### config.mk
export PLATFORM = sky130hd
export DESIGN_NAME = sconv_frame
export DESIGN_NICKNAME = d
export VERILOG_FILES = /design/src/rtl/sconv_frame.sv
export SDC_FILE = /design/constraint.sdc
export NUM_CORES = 1
export LEC_CHECK = 0
export BUFFER_PORTS_ARGS = -buffer_cell sky130_fd_sc_hd__buf_2
export CAP_MARGIN = 20
export CELL_PAD_IN_SITES_DETAIL_PLACEMENT = 0
export CELL_PAD_IN_SITES_GLOBAL_PLACEMENT = 2
export CORE_UTILIZATION = 36
export CTS_CLUSTER_SIZE = 12
export DETAILED_ROUTE_END_ITERATION = 10
export PLACE_DENSITY_LB_ADDON = 0.3
export SYNTH_ARGS = -nofsm -noshare
export SYNTH_HDL_FRONTEND = slang
export SYNTH_SLANG_ARGS = --single-unit
### constraint.sdc
create_clock -name clk -period 3.81 [get_ports clk]
set_clock_uncertainty 0.05 [all_clocks]
set_input_delay 0.1905 -clock clk [delete_from_list [all_inputs] [get_ports clk]]
set_output_delay 0.1905 -clock clk [all_outputs]
set_load 0.01 [all_outputs]
### src/rtl/sconv_frame.sv
module sconv_frame #(
   parameter int unsigned DATA_W      = 12,
   parameter int unsigned FRAME_EDGES = 16,
   parameter int unsigned LEAD_EDGES  = 2
) (
   input  logic              clk,
   input  logic              rst_n,
   input  logic              conv_rise,
   input  logic              sck_rise,
   input  logic [DATA_W-1:0] sample_i,
   output logic              sdo_o
);

   localparam int unsigned CNT_W = $clog2(FRAME_EDGES + 1);
   localparam logic [CNT_W-1:0] LAST_C  = CNT_W'(FRAME_EDGES);
   localparam logic [CNT_W-1:0] LEAD_C  = CNT_W'(LEAD_EDGES);
   localparam logic [CNT_W-1:0] FINAL_C = CNT_W'(LEAD_EDGES + DATA_W);

   logic              busy_q;
   logic [CNT_W-1:0]  cnt_q;
   logic [CNT_W-1:0]  cnt_nx;
   logic [DATA_W-1:0] shreg_q;
   logic              sdo_q;
   logic              data_edge;

   assign cnt_nx    = cnt_q + 1'b1;
   assign data_edge = (cnt_nx > LEAD_C) && (cnt_nx <= FINAL_C);

   always_ff @(posedge clk or negedge rst_n) begin
      if (!rst_n) begin
         busy_q  <= 1'b0;
         cnt_q   <= '0;
         shreg_q <= '0;
         sdo_q   <= 1'b0;
      end else if (!busy_q && conv_rise) begin
         busy_q  <= 1'b1;
         cnt_q   <= '0;
         shreg_q <= sample_i;
         sdo_q   <= 1'b0;
      end else if (busy_q && sck_rise) begin
         cnt_q <= cnt_nx;
         if (cnt_nx == LAST_C) busy_q <= 1'b0;
         if (data_edge) begin
            sdo_q   <= shreg_q[DATA_W-1];
            shreg_q <= {shreg_q[DATA_W-2:0], 1'b0};
         end else begin
            sdo_q <= 1'b0;
         end
      end
   end

   assign sdo_o = sdo_q;

   // strobe during an open frame leaves frame progress untouched
   assert_conv_blocked_R2: assert property (@(posedge clk) disable iff (!rst_n)
      (busy_q && conv_rise && !sck_rise) |=> (busy_q && $stable(cnt_q) && $stable(shreg_q)));

   // edge count never passes the frame length
   assert_cnt_bound_R5: assert property (@(posedge clk) disable iff (!rst_n)
      cnt_q <= LAST_C);

   // quiet line during lead edges
   assert_lead_zero_R4: assert property (@(posedge clk) disable iff (!rst_n)
      (busy_q && cnt_q <= LEAD_C) |-> !sdo_q);

   // quiet line after the last bit
   assert_tail_zero_R4: assert property (@(posedge clk) disable iff (!rst_n)
      (busy_q && cnt_q > FINAL_C) |-> !sdo_q);

   // no serial clock, no strobe: line holds
   assert_sdo_hold_R4: assert property (@(posedge clk) disable iff (!rst_n)
      (!sck_rise && !conv_rise) |=> $stable(sdo_q));

endmodule

==> impl_results.rst, run 1 <==
.. list-table::
   :header-rows: 1

   * - Metric
     - Value
   * - Status
     - completed
   * - Starting density of the core
     - 39.4%
   * - Via count of the first global-routing pass
     - 765
   * - Sum of routed wire length over all layers
     - 1.77 mm
   * - DR vias
     - 737
   * - Worst setup path class
     - reg2reg
   * - Total count of max-transition violations in the final report
     - 0
   * - Delay of the slowest cell on the worst path
     - 0.86 ns
   * - Synth Warn #
     - 0
   * - Buffers inserted during post-CTS setup optimization
     - 0
   * - CP startpoint kind
     - register
   * - Number of primary I/O pins
     - 17
   * - Cts hold-fix bufs
     - 1
   * - Net count of the mapped netlist
     - 118
   * - Proportion of layout cells with a drive suffix above 1
     - 20.3%
   * - Core box area
     - 2540 sq um
   * - Async set or reset register ratio after synthesis
     - 100%
   * - Internal power
     - 0.000384 W
   * - Top FF cell, synth
     - dfrtp_1
   * - Post-synthesis average cell area
     - 10.0 sq um
   * - Router iterations before antenna repair
     - 3
   * - Clk pwr share
     - 17.1%
   * - Sort of element at the end of the critical path
     - register
   * - Number of DRC markers after the initial detailed-route iteration
     - 11
   * - DRC violations left
     - 0
   * - Sequential cell area
     - 475 sq um
   * - Pwr dens
     - 523 nW/um^2
   * - Number of antenna violations at the first check in global routing
     - 0
   * - Largest net degree at the start of global routing
     - 24
   * - Wire per inst
     - 12.0 um
   * - Synth Register Bits
     - 19
   * - Number of max-cap violations
     - 0
   * - Mapped Area
     - 1000 sq um
   * - Final period util
     - 65.9%
   * - Yosys top cell by area
     - dfrtp_1
   * - Die area
     - 3000 sq um
   * - Final setup TNS
     - 0 ns
   * - Vertical extent of the die
     - 54.8 um
   * - Critical path buffer and inverter count
     - 0
   * - Reg power frac
     - 49.5%
   * - P_sw
     - 0.000202 W
   * - Synthesized instance count
     - 100
   * - Number of buffers on the longest clock path
     - 2
   * - Overall power of the completed layout
     - 0.000586 W
   * - Total Routing Usage GR
     - 15.5%
   * - CTS Buf Count
     - 3
   * - Last weighted congestion value of the routability-driven placer
     - 0.741
   * - HP Class
     - in2reg
   * - Leakage power total
     - 0.525 nW
   * - TritonCTS clock tree
     - done
   * - Proportion of synthesized chip area in sequential cells
     - 47.4%
   * - Top cell type's share of synthesized area
     - 47.4%
   * - Clock net sink count
     - 19
   * - Row cnt
     - 18
   * - Unrepaired setup endpoints after global routing
     - false
   * - Leading cell types by total area after synthesis
     - dfrtp_1 47%, mux2i_1 11%, a21oi_1 7.0%
   * - GRT Residual Overflow
     - 0
   * - Clock insertion delay at the later pin of the skew report
     - 0.29 ns
   * - Post-cts gate resize count
     - 0
   * - Final worst path period need
     - 2.51 ns
   * - Worst slew slack as a fraction of its limit
     - 35.7%
   * - Comb pwr share
     - 33.3%
   * - CTS clock-pin slew for the worst setup and hold paths
     - 0.10 ns
   * - Relative area change from synthesis to final layout
     - 11.8%
   * - First-pass GRT wire length
     - 3.28 mm
   * - Count of different cell masters after synthesis
     - 26
   * - Clock Tree Root
     - clkbuf_4
   * - Final hold violation count
     - 0
   * - Area of the multi-input gates
     - 485 sq um
   * - Post-route worst setup slack
     - 1.30 ns
   * - Detailed-placement wirelength estimate
     - 1.28 mm
   * - Antenna violation net count after detailed routing
     - 0
   * - Worst setup slack before clock tree synthesis
     - 1.30 ns
   * - Mean number of vias per cell
     - 4.98
   * - Number of enable-type register cells in the synthesized netlist
     - 0
   * - Maximum ir drop on the vdd rail
     - 246 uV
   * - Final layout net count
     - 137
   * - Number of port buffers
     - 16
   * - Number of fill cells
     - 259
   * - Maximum fanout along the worst path
     - 13
   * - Final count of negative-setup-slack endpoints
     - 0
   * - Depth of the CTS H-tree
     - 1
   * - Slowest-stage cell, CP
     - nor4b_4
   * - Switching share of power
     - 34.4%
   * - Horizontal die dimension
     - 54.8 um
   * - Transition at the pin with the smallest max-transition slack
     - 0.961 ns
   * - Required time reported for the critical path endpoint
     - 3.91 ns
   * - Number of antenna diodes
     - 0
   * - Critical-path cell list
     - ha_1 > o21ba_2 > a211oi_2 > nor4b_4 > mux2i_1 > a21oi_1
   * - Worst EP arrival
     - 2.61 ns
   * - CP delay by family, top
     - simple AND/OR/NAND/NOR gates
   * - Highest achievable clock rate
     - 398 MHz
==> registers in the layout, summed over array words and instances, names as in the netlist <==
name	cells
cnt_q	5
shreg_q	12
sdo_o	1
busy_q	1
==> power by group through the flow <==
stage	Clock [W]	Combinational, W	Sequential [W]
final	0.000100	0.000196	0.000291
after global placement	0	0.000191	0.000294
after detailed placement	0	0.000197	0.000294
after global routing	0.000118	0.000222	0.000301
after CTS	0.000108	0.000198	0.000291
after floorplan	0	0.000161	0.000285
==> stage by stage <==
step                      hold slack (ns)  std cells  util [%]  area, sq um
final                              0.0584        148      44.1         1120
after global routing               0.0806        148      44.1         1120
after CTS                          0.0556        148      44.1         1120
after detailed placement            0.103        143      42.7         1090
after global placement              0.107        143      42.7         1090
after floorplan                    -0.155        100         -         1000
==> worst paths after layout <==
check	from	slack [ns]	depth (start not counted)	endpoint
setup / recovery	cnt_q[0]	1.30	6	shreg_q[2]
hold / removal	sample_i[0]	0.06	3	shreg_q[0]
setup reg to reg	cnt_q[0]	1.30	6	shreg_q[2]
hold reg to reg	shreg_q[11]	0.46	1	sdo_o
max in group asynchronous	rst_n	3.09	2	shreg_q[6]
min in group asynchronous	rst_n	0.31	2	shreg_q[8]
==> synth_stat cells, drive strengths merged (2+ instances only) <==
master / number
ha: 2
nand2: 7
mux2i: 11
a211oi: 2
dfrtp: 19
nor2b: 2
a21oi: 14
inv: 2
o21ai: 8
nor2: 15
nand3: 4
==> layer usage <==
layer / track usage, % / wire (um)
met5: 0 / 0
met4: 4.70 / 14
met3: 5.83 / 117
met2: 23.1 / 778
met1: 20.6 / 861
==> cell type report <==
type | count | area share [%]
multi-input cells | 76 | 43.3
well taps | 30 | 3.34
flip-flops and latches | 19 | 42.4
inverters | 2 | 0.669
clock buffers | 4 | 2.34
repair buffers | 17 | 8.03
==> cells in the final DEF, fill, tap and decap left out, drive strengths merged <==
master / instances
clkbuf: 4
o21ba: 1
ha: 2
mux2i: 11
xor2: 1
a21oi: 14
dlygate4sd3: 1
nand2: 7
o31ai: 1
nor4: 1
inv: 2
o21ai: 8
nand2b: 1
nand3: 4
nor4b: 1
buf: 16
nor2b: 2
a211oi: 2
nor2: 15
or3b: 1
or2b: 1
dfrtp: 19
nand3b: 1
a22o: 1
a21o: 1
==> worst reg2reg max path: stages (launching register included) <==
cell and delay (ns):
dfrtp_1 0.47, ha_1 0.31, o21ba_2 0.27, a211oi_2 0.05, nor4b_4 0.86, mux2i_1 0.28
a21oi_1 0.08
==> cells by family (layout without fill, tap and decap cells) <==
family                     after synthesis  after routing  share of synthesized area [%]
adders and majority gates                2              2                           2.49
AOI/OAI and AO/OA                       28             28                           16.5
buffers and inverters                    5             23                           4.24
and+or+nand+nor                         34             34                           17.6
xor gates and xnor gates                 1              1                          0.873
muxes                                   11             11                           11.0
DFF                                     19             19                           47.4
Note: power is estimated with default switching activity, not from simulation.
==> inputs of run 2 (changes only) <==
--- a/config.mk
+++ b/config.mk
@@ -5,11 +5,12 @@
 export SDC_FILE = /design/constraint.sdc
 export NUM_CORES = 1
 export LEC_CHECK = 0
+export ABC_AREA = 1
 export BUFFER_PORTS_ARGS = -buffer_cell sky130_fd_sc_hd__buf_2
 export CAP_MARGIN = 20
 export CELL_PAD_IN_SITES_DETAIL_PLACEMENT = 0
 export CELL_PAD_IN_SITES_GLOBAL_PLACEMENT = 2
-export CORE_UTILIZATION = 36
+export CORE_UTILIZATION = 27
 export CTS_CLUSTER_SIZE = 12
 export DETAILED_ROUTE_END_ITERATION = 10
 export PLACE_DENSITY_LB_ADDON = 0.3
==> constraint.sdc (replaced) <==
create_clock -name clk -period 2.2 [get_ports clk]
set_clock_uncertainty 0.05 [all_clocks]
set_input_delay 0.11 -clock clk [delete_from_list [all_inputs] [get_ports clk]]
set_output_delay 0.11 -clock clk [all_outputs]
set_load 0.01 [all_outputs]
==> impl_results.rst, run 2 <==
.. list-table::
   :header-rows: 1

   * - Metric
     - Value
   * - Critical path buffer and inverter count
     - 0 (unchanged)
   * - Max reg flops
     - 12 (unchanged)
   * - Most common cell in the netlist
     - nand2_1
   * - DRC violations left
     - 0 (unchanged)
   * - Number of enable-type register cells in the synthesized netlist
     - 0 (unchanged)
   * - Commonest cells in the synthesized netlist
     - 71 x nand2_1, 19 x dfrtp_1, 16 x nand3_1, 11 x inv_1
   * - Depth of the CTS H-tree
     - 1 (unchanged)
   * - Slowest-stage cell, CP
     - dfrtp_1
   * - Top FF cell, synth
     - dfrtp_1
   * - Router iterations before antenna repair
     - 4 (+1)
   * - Hold worst-path end
     - shreg_q[0]
   * - Async set or reset register ratio after synthesis
     - 100% (unchanged)
   * - Count of different cell masters after synthesis
     - 18 (-31%)
   * - Overall power of the completed layout
     - 0.00133 W (+130%)
   * - Number of antenna diodes
     - 0 (unchanged)
   * - CTS clock-pin slew for the worst setup and hold paths
     - 0.07 ns (-0.03 ns)
   * - CP startpoint kind
     - register
   * - Post-route worst setup slack
     - 0.351 ns (-0.947 ns)
   * - Yosys top cell by area
     - dfrtp_1
   * - Final setup TNS
     - 0 ns (unchanged)
   * - Worst reg-to-reg path cell count
     - 8 (+2)
   * - Sort of element at the end of the critical path
     - register
   * - Detailed-placement wirelength estimate
     - 1.45 mm (+13%)
   * - Synthesized instance count
     - 141 (+41%)
   * - Status
     - completed
   * - Relative area change from synthesis to final layout
     - 16.7%
   * - Last weighted congestion value of the routability-driven placer
     - 0.740 (-0.14%)
   * - Mean number of vias per cell
     - 4.24 (-15%)
   * - Clock insertion delay at the later pin of the skew report
     - 0.25 ns (-0.04 ns)
   * - FF-to-FF setup slack
     - 0.35 ns (-0.95 ns)
   * - Critical-path cell list
     - ha_1 > nand3b_1 > nor2_1 > nor2_1 > nand3_2 > nand2_2 > nand2_1 > nand2_1
   * - Worst setup slack before clock tree synthesis
     - 0.340 ns (-0.956 ns)
   * - Wire per inst
     - 10.1 um (-16%)
   * - Transition at the pin with the smallest max-transition slack
     - 0.432 ns (-0.529 ns)
   * - Delay of the slowest cell on the worst path
     - 0.42 ns (-0.44 ns)
   * - Final worst path period need
     - 1.85 ns (-0.663 ns)
   * - Worst hold stages
     - 3 (unchanged)
   * - Synth Warn #
     - 0 (unchanged)
   * - Leading cell type in the layout, fill and taps excluded
     - nand2_1
   * - Die area
     - 4000 sq um (+33%)
   * - Proportion of synthesized chip area in sequential cells
     - 46.9% (-0.47 points)
   * - Number of buffers on the longest clock path
     - 2 (unchanged)
   * - Final layout net count
     - 177 (+29%)
   * - Register bank with the most flops
     - shreg_q
   * - Via count of the first global-routing pass
     - 778 (+1.7%)
   * - Worst slew slack as a fraction of its limit
     - 71.2% (+35 points)
   * - Maximum fanout along the worst path
     - 14 (+1)
   * - Registers with the most flip-flops
     - shreg_q (12), cnt_q (5)
   * - Unrepaired setup endpoints after global routing
     - false
   * - GRT Residual Overflow
     - 0 (unchanged)
   * - Worst EP arrival
     - 1.94 ns (-0.67 ns)
   * - Required time reported for the critical path endpoint
     - 2.29 ns (-1.62 ns)
   * - Origin of the worst min-delay path
     - sample_i[0]
   * - First-pass GRT wire length
     - 3.51 mm (+7.0%)
   * - Synth Register Bits
     - 19 (unchanged)
   * - Most used cells in the layout excluding fill and tap cells
     - 71 x nand2_1, 19 x dfrtp_1, 16 x nand3_1, 16 x buf_2, 11 x inv_1
   * - Horizontal die dimension
     - 63.3 um (+15%)
   * - Capture point of the worst reg-to-reg path
     - shreg_q[4]
   * - Leakage power total
     - 0.668 nW (+27%)
   * - Worst flop-to-flop path startpoint
     - cnt_q[0]
   * - DR vias
     - 864 (+17%)
   * - Starting density of the core
     - 29.2% (-10 points)
   * - Number of primary I/O pins
     - 17 (unchanged)
   * - Mapped Area
     - 1010 sq um (+1.0%)
   * - Worst setup path class
     - reg2reg
   * - Vertical extent of the die
     - 63.3 um (+15%)
   * - Highest achievable clock rate
     - 541 MHz (+36%)
   * - Pwr dens
     - 1130 nW/um^2 (+120%)
   * - CTS Buf Count
     - 3 (unchanged)
   * - Sum of routed wire length over all layers
     - 2.06 mm (+16%)
   * - Core box area
     - 3470 sq um (+36%)
   * - Number of antenna violations at the first check in global routing
     - 0 (unchanged)
   * - TritonCTS clock tree
     - done
   * - Largest net degree at the start of global routing
     - 28 (+17%)
   * - Maximum ir drop on the vdd rail
     - 348 uV (+41%)
   * - Clock Tree Root
     - clkbuf_8
   * - Antenna violation net count after detailed routing
     - 0 (unchanged)
   * - Final count of negative-setup-slack endpoints
     - 0 (unchanged)
   * - Post-synthesis average cell area
     - 7.19 sq um (-28%)
   * - Proportion of layout cells with a drive suffix above 1
     - 15.2% (-5.1 points)
   * - Clock net sink count
     - 19 (unchanged)
   * - Row cnt
     - 21 (+3)
   * - HP Class
     - in2reg
   * - Total count of max-transition violations in the final report
     - 0 (unchanged)
   * - Top cell type's share of synthesized area
     - 46.9% (-0.47 points)
   * - Leading cell types by total area after synthesis
     - dfrtp_1 47%, nand2_1 26%, nand3_1 7.9%
   * - Final period util
     - 84.0% (+18 points)
   * - CP delay by family, top
     - simple AND/OR/NAND/NOR gates
   * - Final hold violation count
     - 0 (unchanged)
   * - Total Routing Usage GR
     - 11.0% (-4.5 points)
   * - Post-cts gate resize count
     - 0 (unchanged)
   * - Number of DRC markers after the initial detailed-route iteration
     - 45 (+34)
   * - Net count of the mapped netlist
     - 159 (+35%)
   * - Number of port buffers
     - 16 (unchanged)
   * - Number of max-cap violations
     - 0 (unchanged)
## run 2: layer usage
metal | share of wire (%) | vias up | track usage, %
met5 | 0 | - | 0
met1 | 54 | 374 | 16.0
met4 | 0.73 | 0 | 4.26
met2 | 43 | 11 | 16.3
met3 | 2.9 | 2 | 1.63
li1 | - | 477 | -
## run 2: cell families after synthesis
family	Yosys count	synth area share (%)
AOI/OAI and AO/OA	8	4.32
buffers and inverters	17	7.65
DFF	19	46.9
adders and majority gates	2	2.47
and+or+nand+nor	95	38.6
## run 2: power breakdown
| part | internal, W | switching [W] | leakage (nW) |
|---|---|---|---|
| Sequential | 0.000477 | 0.0000888 | 0.249 |
| Clock | 0.000125 | 0.000110 | 0.0255 |
| Combinational | 0.000191 | 0.000339 | 0.393 |
## run 2: how the worst max path moves through the flow
stage                   from          end  slack, ns  depth (start not counted)
floorplan           cnt_q[0]  shreg_q[10]       0.66                          9
global placement    cnt_q[1]   shreg_q[7]       0.35                          9
detailed placement  cnt_q[0]   shreg_q[2]       0.34                          8
CTS                 cnt_q[1]   shreg_q[4]       0.32                          9
global route        cnt_q[0]   shreg_q[3]       0.12                         10
finish              cnt_q[0]   shreg_q[4]       0.35                          8
## run 2: worst min-delay path, delay by kind of cell
kind / cells / cell delay [ns]
buf+inv: 1 / 0.08
simple gates: 2 / 0.10
## run 2: layout make-up
class | instances | area (sq um)
timing repair buffer | 18 | 97.6
tap | 46 | 57.6
multi-input combinational | 105 | 460
clock inverter | 1 | 5.00
sequential | 19 | 475
inverter | 12 | 45.0
clock buffer | 3 | 41.3
fill | 399 | 2290
## run 2: per-stage QoR
| stage | utilization, % | cells | cell area, sq um | hold WS (ns) |
|---|---|---|---|---|
| detailed placement | 32.5 | 199 | 1130 | 0.0354 |
| global route | 34.1 | 204 | 1180 | 0.0231 |
| CTS | 34.1 | 204 | 1180 | 0.0194 |
| global placement | 32.5 | 199 | 1130 | 0.0367 |
| finish | 34.1 | 204 | 1180 | 0.0195 |
| floorplan | - | 141 | 1010 | -0.236 |
## run 2: repair_timing
action                                 4_1_cts  5_1_grt
buffers inserted                             0        0
endpoints found under the hold margin       19        0
hold buffers                                 1        0
==> inputs of run 3 (changes only) <==
==> constraint.sdc (replaced) <==
create_clock -name clk -period 1.7 [get_ports clk]
set_clock_uncertainty 0.05 [all_clocks]
set_input_delay 0.085 -clock clk [delete_from_list [all_inputs] [get_ports clk]]
set_output_delay 0.085 -clock clk [all_outputs]
set_load 0.01 [all_outputs]
==> impl_results.rst, run 3 (synthesis gave the netlist of run 2 again) <==
.. list-table::
   :header-rows: 1

   * - Metric
     - Value
   * - Number of max-cap violations
     - 0 (unchanged)
   * - Leading cell type in the layout, fill and taps excluded
     - nand2_1
   * - Critical path buffer and inverter count
     - 1 (+1)
   * - Most used cells in the layout excluding fill and tap cells
     - 67 x nand2_1, 18 x dfrtp_1, 16 x buf_2, 13 x nand3_1, 10 x inv_1
   * - Maximum fanout along the worst path
     - 8 (-6)
   * - Required time reported for the critical path endpoint
     - 1.80 ns (-0.49 ns)
   * - TritonCTS clock tree
     - done
   * - Number of port buffers
     - 16 (unchanged)
   * - Max reg flops
     - 12 (unchanged)
   * - Grt met1 use
     - 16.9% (+0.84 points)
   * - Core box area
     - 3470 sq um (unchanged)
   * - Worst EP arrival
     - 1.73 ns (-0.21 ns)
   * - Worst setup path class
     - reg2reg
   * - DRC violations left
     - 0 (unchanged)
   * - Antenna violation net count after detailed routing
     - 0 (unchanged)
   * - Critical-path cell list
     - ha_4 > nand3b_1 > nor2_1 > nor2_1 > nand3_2 > buf_6 > nand3_1 > nand2_1
   * - Mean number of vias per cell
     - 4.44 (+4.7%)
   * - Transition at the pin with the smallest max-transition slack
     - 0.485 ns (+0.0533 ns)
   * - First-pass GRT wire length
     - 3.86 mm (+10%)
   * - Maximum ir drop on the vdd rail
     - 369 uV (+6.3%)
   * - Detailed-placement wirelength estimate
     - 1.50 mm (+3.4%)
   * - Registers with the most flip-flops
     - shreg_q (12), cnt_q (5)
   * - CTS clock-pin slew for the worst setup and hold paths
     - 0.07 ns (about the same)
   * - Depth of the CTS H-tree
     - 1 (unchanged)
   * - Final period util
     - 96.1% (+12 points)
   * - Wire per inst
     - 11.2 um (+11%)
   * - GRT Residual Overflow
     - 0 (unchanged)
   * - Sum of routed wire length over all layers
     - 2.35 mm (+14%)
   * - Worst setup slack before clock tree synthesis
     - 0.0692 ns (-0.271 ns)
   * - Total count of max-transition violations in the final report
     - 0 (unchanged)
   * - Largest net degree at the start of global routing
     - 28 (unchanged)
   * - CTS Buf Count
     - 3 (unchanged)
   * - Overall power of the completed layout
     - 0.00197 W (+48%)
   * - Sort of element at the end of the critical path
     - register
   * - Post-Route Hold Slack
     - 0.0631 ns (+0.0436 ns)
   * - Row cnt
     - 21 (unchanged)
   * - DR vias
     - 927 (+7.3%)
   * - Number of antenna violations at the first check in global routing
     - 0 (unchanged)
   * - Pwr dens
     - 1530 nW/um^2 (+36%)
   * - Number of primary I/O pins
     - 17 (unchanged)
   * - Clock insertion delay at the later pin of the skew report
     - 0.25 ns (about the same)
   * - Delay of the slowest cell on the worst path
     - 0.47 ns (+0.05 ns)
   * - Proportion of layout cells with a drive suffix above 1
     - 23.9% (+8.7 points)
   * - Final layout net count
     - 182 (+2.8%)
   * - Starting density of the core
     - 29.2% (unchanged)
   * - Final count of negative-setup-slack endpoints
     - 0 (unchanged)
   * - Final worst path period need
     - 1.63 ns (-0.215 ns)
   * - Horizontal die dimension
     - 63.3 um (unchanged)
   * - Number of antenna diodes
     - 0 (unchanged)
   * - Slowest-stage cell, CP
     - dfrtp_2
   * - Relative area change from synthesis to final layout
     - 26.9%
   * - Total Routing Usage GR
     - 12.4% (+1.4 points)
   * - Register bank with the most flops
     - shreg_q
   * - Clock net sink count
     - 19 (unchanged)
   * - Clock Tree Root
     - clkbuf_8
   * - Die area
     - 4000 sq um (unchanged)
   * - Worst slew slack as a fraction of its limit
     - 67.6% (-3.6 points)
   * - Via count of the first global-routing pass
     - 842 (+8.2%)
   * - Router iterations before antenna repair
     - 4 (unchanged)
   * - Status
     - completed
   * - Number of buffers on the longest clock path
     - 2 (unchanged)
   * - Post-route non-filler standard cell count
     - 209 (+2.5%)
   * - Post-placement cell count
     - 202 (+1.5%)
   * - HP Class
     - in2reg
   * - CP delay by family, top
     - simple AND/OR/NAND/NOR gates
   * - Global routing usage on met3
     - 2.17% (+0.54 points)
   * - Highest achievable clock rate
     - 612 MHz (+13%)
   * - Global Route met2 Usage
     - 18.8% (+2.6 points)
   * - Vertical extent of the die
     - 63.3 um (unchanged)
   * - Number of DRC markers after the initial detailed-route iteration
     - 37 (-18%)
   * - Last weighted congestion value of the routability-driven placer
     - 0.718 (-2.9%)
   * - Post-layout util
     - 37.1% (+3.0 points)
   * - Crit-path most repeated cell
     - nor2_1
   * - Post-route worst setup slack
     - 0.0659 ns (-0.285 ns)
   * - Leakage power total
     - 0.695 nW (+4.1%)
   * - CP startpoint kind
     - register
   * - Final hold violation count
     - 0 (unchanged)
   * - GRT busiest layer
     - met2
   * - Unrepaired setup endpoints after global routing
     - true
==> run 3: worst register-to-register path: stages, from the launching register on <==
cell and delay (ns):
dfrtp_2 0.47, ha_4 0.30, nand3b_1 0.09, nor2_1 0.05, nor2_1 0.12, nand3_2 0.15, buf_6 0.18, nand3_1 0.07
nand2_1 0.06
==> run 3: worst paths after layout <==
path                        startpoint          to  slack, ns  cells after the start
setup / recovery              cnt_q[0]  shreg_q[5]       0.07                      8
hold / removal             sample_i[9]  shreg_q[9]       0.06                      5
min in group asynchronous        rst_n    cnt_q[4]       0.25                      2
max in group asynchronous        rst_n    cnt_q[0]       1.03                      2
hold reg to reg             shreg_q[1]  shreg_q[1]       0.46                      2
setup reg to reg              cnt_q[0]  shreg_q[5]       0.07                      8
==> run 3: through the flow <==
stage	instance area (sq um)	TNS [ns]
6_report	1290	0
5_1_grt	1290	-0.368
4_1_cts	1210	0
3_5_place_dp	1150	0
3_3_place_gp	1150	0
2_1_floorplan	1010	0
==> run 3: power by group <==
group / switching, W / total, W / internal, W
clock: 0.000155 / 0.000317 / 0.000163
combinational: 0.000521 / 0.000890 / 0.000369
sequential: 0.000144 / 0.000764 / 0.000619
total: 0.000820 / 0.00197 / 0.00115
==> run 3: what timing repair did <==
action,4_1_cts,5_1_grt
hold buffers,2,0
resized for setup,0,16
setup endpoints to repair,0,13
endpoints found under the hold margin,20,0
setup buffers,0,1
==> run 3: final cells by class <==
type                            count  area (sq um)
Clock inverter                      1          5.00
Multi-Input combinational cell    105           515
Fill cell                         378          2180
Timing Repair Buffer               23           145
Tap cell                           46          57.6
Inverter                           12          45.0
Clock buffer                        3          41.3
Sequential cell                    19           477
==> run 3: routing by layer <==
layer | vias to the layer above | part of all wire, %
met3 | 2 | 4.1
met5 | - | 0
met4 | 0 | 0.81
met2 | 19 | 46
li1 | 487 | -
met1 | 419 | 49
